File: config.mk
export PLATFORM = sky130hd
export DESIGN_NAME = alatch8
export DESIGN_NICKNAME = d
export VERILOG_FILES = /design/src/rtl/alatch8_pkg.sv /design/src/rtl/alatch8_mode_dec.sv /design/src/rtl/alatch8_sel.sv /design/src/rtl/alatch8_cell.sv /design/src/rtl/alatch8.sv
export SDC_FILE = /design/constraint.sdc
export NUM_CORES = 1
export LEC_CHECK = 0
export BUFFER_PORTS_ARGS = -buffer_cell sky130_fd_sc_hd__buf_2
export CAP_MARGIN = 20
export CORE_AREA = 2 2 39 41
export CTS_CLUSTER_DIAMETER = 80
export CTS_CLUSTER_SIZE = 12
export DETAILED_ROUTE_END_ITERATION = 16
export DIE_AREA = 0 0 41 43
export HOLD_SLACK_MARGIN = 0.02
export PLACE_DENSITY_LB_ADDON = 0.08
export SKIP_CTS_REPAIR_TIMING = 1
export SYNTH_ARGS = -nofsm -noshare
export SYNTH_HDL_FRONTEND = slang
export SYNTH_SLANG_ARGS = --single-unit
File: constraint.sdc
create_clock -name clk -period 0.85 [get_ports clk]
set_input_delay 0.1275 -clock clk [delete_from_list [all_inputs] [get_ports clk]]
set_output_delay 0.1275 -clock clk [all_outputs]
set_load 0.05 [all_outputs]
File: src/rtl/alatch8_pkg.sv
package alatch8_pkg;
    typedef enum logic [1:0] {
        MODE_LATCH = 2'b00,
        MODE_HOLD  = 2'b01,
        MODE_DEMUX = 2'b10,
        MODE_CLEAR = 2'b11
    } alatch_mode_t;
endpackage

File: src/rtl/alatch8_mode_dec.sv
module alatch8_mode_dec
    import alatch8_pkg::*;
(
    input  logic         en_n,
    input  logic         clr,
    output alatch_mode_t mode
);
    always_comb begin
        unique case ({clr, en_n})
            2'b00:   mode = MODE_LATCH;
            2'b01:   mode = MODE_HOLD;
            2'b10:   mode = MODE_DEMUX;
            default: mode = MODE_CLEAR;
        endcase
    end
endmodule

File: src/rtl/alatch8_sel.sv
module alatch8_sel #(
    parameter int ADDR_W = 3,
    localparam int NBITS = 1 << ADDR_W
) (
    input  logic [ADDR_W-1:0] addr,
    output logic [NBITS-1:0]  sel
);
    for (genvar i = 0; i < NBITS; i++) begin : g_dec
        assign sel[i] = (addr == ADDR_W'(i));
    end
endmodule

File: src/rtl/alatch8_cell.sv
module alatch8_cell
    import alatch8_pkg::*;
(
    input  logic         clk,
    input  logic         rst_n,
    input  alatch_mode_t mode,
    input  logic         sel,
    input  logic         d,
    output logic         q
);
    logic q_next;

    always_comb begin
        unique case (mode)
            MODE_LATCH: q_next = sel ? d : q;
            MODE_HOLD:  q_next = q;
            MODE_DEMUX: q_next = sel & d;
            MODE_CLEAR: q_next = 1'b0;
            default:    q_next = q;
        endcase
    end

    always_ff @(posedge clk) begin
        if (!rst_n) q <= 1'b0;
        else        q <= q_next;
    end
endmodule

File: src/rtl/alatch8.sv
module alatch8
    import alatch8_pkg::*;
#(
    parameter int ADDR_W = 3,
    localparam int NBITS = 1 << ADDR_W
) (
    input  logic              clk,
    input  logic              rst_n,
    input  logic [ADDR_W-1:0] addr,
    input  logic              d,
    input  logic              en_n,
    input  logic              clr,
    output logic [NBITS-1:0]  q
);
    alatch_mode_t     mode;
    logic [NBITS-1:0] sel;

    alatch8_mode_dec u_dec (
        .en_n (en_n),
        .clr  (clr),
        .mode (mode)
    );

    alatch8_sel #(.ADDR_W(ADDR_W)) u_sel (
        .addr (addr),
        .sel  (sel)
    );

    for (genvar i = 0; i < NBITS; i++) begin : g_bit
        alatch8_cell u_cell (
            .clk   (clk),
            .rst_n (rst_n),
            .mode  (mode),
            .sel   (sel[i]),
            .d     (d),
            .q     (q[i])
        );
    end
endmodule

==> results of run 1 <==
cell families (layout without fill, tap and decap cells):
logic type	count (synthesis)	count (layout)	synth area share
AND/OR/NAND/NOR	17	17	0.318
buffers and inverters	9	26	0.145
multiplexers	8	8	0.179
flip-flops	8	8	0.358
placed cells by master (no fill, tap or decap), drive strengths merged:
cell type,count
buf,23
nand3b,8
mux2i,8
dfxtp,8
nor4b,3
clkbuf,3
and4bb,3
nand2,1
nor4,1
nand4b,1
metrics by stage:
stage,util,area [um2]
after CTS,0.394,546
after detailed placement,0.378,523
after floorplan,-,448
after global placement,0.378,523
after global routing,0.467,647
final,0.467,647
synthesized netlist by cell type:
master,instances,area (um2)
nor4b_1,3,26.3
and4bb_1,1,12.5
and4bb_2,2,25.0
buf_4,8,60.1
nand3b_1,8,60.1
dfxtp_1,8,160
nand2_1,1,3.75
mux2i_1,8,80.1
nand4b_1,1,8.76
nor4_1,1,6.26
buf_2,1,5.00
worst min-delay path by stage:
stage	start	endpoint	slack, ns	cells past startpoint
final	rst_n	g_bit[4].u_cell.q	0.20	3
after global routing	rst_n	g_bit[1].u_cell.q	0.20	3
after CTS	rst_n	g_bit[4].u_cell.q	0.20	3
after detailed placement	rst_n	g_bit[2].u_cell.q	0.46	3
after global placement	rst_n	g_bit[4].u_cell.q	0.45	3
after floorplan	clr	g_bit[0].u_cell.q	0.31	2
power by group through the flow:
stage	Sequential, W	Clock (W)	Combinational, W
6_report	0.000387	0.000277	0.000132
3_3_place_gp	0.000391	0	0.000115
4_1_cts	0.000384	0.000291	0.000120
5_1_grt	0.000387	0.000313	0.000141
2_1_floorplan	0.000391	0	0.0000655
3_5_place_dp	0.000391	0	0.000120
final cells by class:
| class | instances | area share |
|---|---|---|
| tap | 16 | 0.0309 |
| clock buffer | 3 | 0.0348 |
| multi-input combinational | 25 | 0.344 |
| timing repair buffer | 23 | 0.327 |
| sequential | 8 | 0.263 |
per-layer routing:
metal / up-vias / global-route usage / routed length, um
met5: - / 0 / 0
met4: 0 / 0.100 / 0
met3: 0 / 0.0262 / 65
met2: 11 / 0.147 / 462
met1: 170 / 0.153 / 455
li1: 185 / - / -
==> metrics, run 1 <==
Initial Util=0.324; drt total wl=983 um; Die Span Y=between 40 and 50 um; final setup vio count=7; clock-pin slew on the worst setup and hold paths=~0.050 ns; cell depth of the worst setup path=1; Placer Congestion=around 0.64; Slew Viols, Final=0; Worst setup endpoint=q[2]; Max Buffers Root-to-Sink=2; PortBufs=15; P per Cell Area=around 1200 nW/um2; reg2reg setup slack=about 0.14 ns; Initial DRC Count=3; Seq pwr share=0.486; status=finished with violations; Fmax=about 1200 MHz; IO Pins=16; Layout area overhead=44.4%; max reg flops=8; antenna-violating nets left=0; H-Tree Depth=1; Overflow after GRT=0; Top Registers=g_bit.u_cell.q x8; first-pass GRT wire length=approximately 1.3 mm; Syn Std Cell Area=roughly 450 um2; Top Family by Delay on Critical Path=flip-flops; final count of hold timing violations=0; most flop-heavy register=g_bit.u_cell.q; placed cells=70; register area=between 150 and 200 um2; Critical Path End Type=output pin; WP buf/inv=1; Switch Pwr=0.000187 W; WP data arrival=approximately 0.74 ns; row count=14; Finished Layout Cells=75; Logic pwr share=0.166; NumNets Final=69; CP Cell Sequence=buf_8; Worst Setup Start Kind=flop; CP peak stage delay=between 0.3 and 0.4 ns; gr usage total=0.115; Via-to-Cell Ratio=between 4 and 5; Pre-antenna DRT Iters=4; initial antenna violation count=0; Critical-path top delay cell=dfxtp_2; Synth Warn #=0; Die X=just over 40 um; via count of the first global-routing pass=298; sequential share of the synthesized area=0.358; Total Power=0.000796 W; setup_tns=-0.0641 ns; failing checks=setup timing; die area=around 1800 um2; Mapped Cells=42; Peak VDD IR=a little under 0.8 mV; clock tree sinks=8; Final Skew=0 ns; max_cap viols=0; switch share=0.235; worst reg2reg endpoint=g_bit[6].u_cell.q; worst slew pin tran=between 0.3 and 0.4 ns; clock root buffer=clkbuf_4; post-DR wirelength/cell=approximately 13 um; Multi-input gate area=around 220 um2; Worst Path Required=a little over 0.7 ns; RSZ-0062 raised after global routing=true; Yosys cell types=11; core area=1380 um2; R2R Path Start=g_bit[6].u_cell.q; pre-CTS WS=-0.155 ns; drt drc=0; reg2reg path depth=3; CP Launch Point=g_bit[2].u_cell.q; n_diodes=0; Setup CP Type=flop to output pin; Syn Area/Cell=around 11 um2; number of synthesized register bits=8; largest net degree at the start of global routing=9; P_int=0.000609 W; WHS=~0.2 ns; fillers=between 100 and 150; TritonCTS buffer count=3; Clock Power Share=0.348; CP max FO=2; Leak=0.264 nW; share of layout cells above drive strength 1=0.610; fin worst setup slack=-0.0174 ns; CTS tree=built; Worst-Skew Late Latency=0.24 ns; post-route clock period utilization=1.02; Vias=about 370; DP Wirelength=between 700 and 800 um; syn_nets=50; fin crit period=about 0.87 ns; Relative slew margins=0.735; Hold WC Path Type=input port to flop
(Power assumes the default switching activity.)
==> inputs of run 2 (changes only) <==
Settings changed: SKIP_CTS_REPAIR_TIMING 1 to not set, TNS_END_PERCENT set to 5.
==> run 2 against run 1 <==
  * The flow still finishes with violations (setup timing)
  * Non-clock buffer count fell by 1
  * Combinational power barely moved
  * First-iteration DRC count is 33% lower
  * Global-route usage increased by 0.70 points
==> metrics, run 2 (synthesis gave the netlist of run 1 again) <==
status=finished with violations (unchanged); failing checks=setup timing (unchanged); post-route clock period utilization=1.02 (about the same); worst slew pin tran=0.378 ns (was 0.392 ns); CP peak stage delay=0.34 ns (about the same); RSZ-0062 raised after global routing=true (unchanged); Via-to-Cell Ratio=4.80 (was 4.88); Vias=355 (was 366); Max Buffers Root-to-Sink=2 (unchanged); most flop-heavy register=g_bit.u_cell.q (unchanged); Placer Congestion=0.637 (unchanged); hold_buf cts=0; Critical Path End Type=output pin (unchanged); n_diodes=0 (unchanged); Critical-path top delay cell=dfxtp_2 (unchanged); die area=1760 um2 (unchanged); drt total wl=965 um (was 983 um); clock-pin slew on the worst setup and hold paths=0.05 ns (about the same); clock tree sinks=8 (unchanged); WHS=0.203 ns (was 0.201 ns); share of layout cells above drive strength 1=0.603 (was 0.610); Worst Hold Depth=3 (unchanged); Die X=41 um (unchanged); Leak=0.260 nW (was 0.264 nW); placed cell areas=523 um2 (unchanged); gr usage total=0.122 (was 0.115); antenna-violating nets left=0 (unchanged); Initial DRC Count=2 (was 3); clock root buffer=clkbuf_4 (unchanged); PortBufs=15 (unchanged); TritonCTS buffer count=3 (unchanged); first-pass GRT wire length=1.40 mm (was 1.31 mm); max reg flops=8 (unchanged); NumNets Final=68 (was 69); WP data arrival=0.74 ns (about the same); Die Span Y=43 um (unchanged); Fmax=1160 MHz (was 1150 MHz); final setup vio count=7 (unchanged); IO Pins=16 (unchanged); initial antenna violation count=0 (unchanged); Slew Viols, Final=0 (unchanged); reg2reg path depth=3 (unchanged); commonest cells after routing, fill and taps aside=8 x nand3b_1, 8 x mux2i_1, 8 x dfxtp_2, 8 x buf_8 (was 8 x nand3b_1, 8 x mux2i_1, 8 x dfxtp_2, 8 x buf_4); Layout area overhead=43.6% (was 44.4%); Relative slew margins=0.745 (was 0.735); largest net degree at the start of global routing=9 (unchanged); R2R Path Start=g_bit[2].u_cell.q (was g_bit[6].u_cell.q); Worst-Skew Late Latency=0.24 ns (about the same); via count of the first global-routing pass=311 (was 298); Final Skew=0 ns (unchanged); DP Wirelength=727 um (unchanged); fillers=145 (was 149); fin area=643 um2 (was 647 um2); Setup CP Type=flop to output pin (unchanged); CP max FO=2 (unchanged); CTS tree=built (unchanged); final count of hold timing violations=0 (unchanged); hold path endpoint=g_bit[4].u_cell.q (unchanged); Worst Path Required=0.72 ns (about the same); H-Tree Depth=1 (unchanged); Top Family by Delay on Critical Path=flip-flops (unchanged); cell depth of the worst setup path=1 (unchanged); Overflow after GRT=0 (unchanged); row count=14 (unchanged); worst reg2reg endpoint=g_bit[2].u_cell.q (was g_bit[6].u_cell.q); fin crit period=0.865 ns (was 0.867 ns); met1 usage=0.166 (was 0.153); global route hottest layer=met1 (unchanged); final core occ=0.465 (was 0.467); beginning of the worst hold path=rst_n (unchanged); Initial Util=0.324 (unchanged); post-DR wirelength/cell=13.0 um (was 13.1 um); Pre-antenna DRT Iters=2 (was 4); core area=1380 um2 (unchanged); Top Registers=g_bit.u_cell.q x8 (unchanged); met3 Usage GRT=0.0209 (was 0.0262); met2 Use GR=0.159 (was 0.147); reg2reg setup slack=0.13 ns (was 0.14 ns); drt drc=0 (unchanged); fin worst setup slack=-0.0151 ns (was -0.0174 ns); CP Cell Sequence=buf_8 (unchanged); Hold WC Path Type=input port to flop (unchanged); Worst Setup Start Kind=flop (unchanged); max_cap viols=0 (unchanged); P per Cell Area=1230 nW/um2 (about the same); WP buf/inv=1 (unchanged); Peak VDD IR=0.773 mV (was 0.774 mV)
-- run 2: what timing repair did --
item,4_1_cts,5_1_grt
gates resized for setup,28,4
pin swaps,0,0
setup buffers,0,1
endpoints found under the setup margin,8,8
-- run 2: layer usage --
layer	routed length, um	vias up
li1	-	182
met1	451	162
met2	449	11
met3	64	0
met4	0	0
met5	0	-
-- run 2: worst max path at each step --
stage | slack [ns] | start | end
after floorplan | 0.12 | addr[1] | g_bit[1].u_cell.q
after detailed placement | -0.15 | addr[1] | g_bit[1].u_cell.q
after CTS | -0.03 | g_bit[6].u_cell.q | q[6]
after global routing | -0.05 | g_bit[2].u_cell.q | q[2]
final | -0.02 | g_bit[2].u_cell.q | q[2]
after global placement | -0.16 | addr[0] | g_bit[2].u_cell.q
-- run 2: per-stage QoR --
stage / TNS [ns] / power, W / worst slack [ns] / cells
after global routing: -0.287 / 0.000840 / -0.0451 / 74
after floorplan: 0 / 0.000456 / 0.116 / 42
after detailed placement: -0.750 / 0.000511 / -0.155 / 70
after global placement: -0.663 / 0.000506 / -0.161 / 70
after CTS: -0.149 / 0.000806 / -0.0272 / 73
final: -0.0560 / 0.000792 / -0.0151 / 74
-- run 2: area by class of cell --
class / instances / area (um2) / share of cell area
well taps: 16 / 20.0 / 0.0311
multi-input cells: 25 / 223 / 0.346
clock buffers: 3 / 22.5 / 0.0350
flip-flops and latches: 8 / 170 / 0.265
repair buffers: 22 / 208 / 0.323
-- run 2: where the power goes --
group          internal, W  leakage, nW  switching [W]
combinational    0.0000655        0.177      0.0000662
clock             0.000160       0.0138       0.000113
sequential        0.000382       0.0686     0.00000489
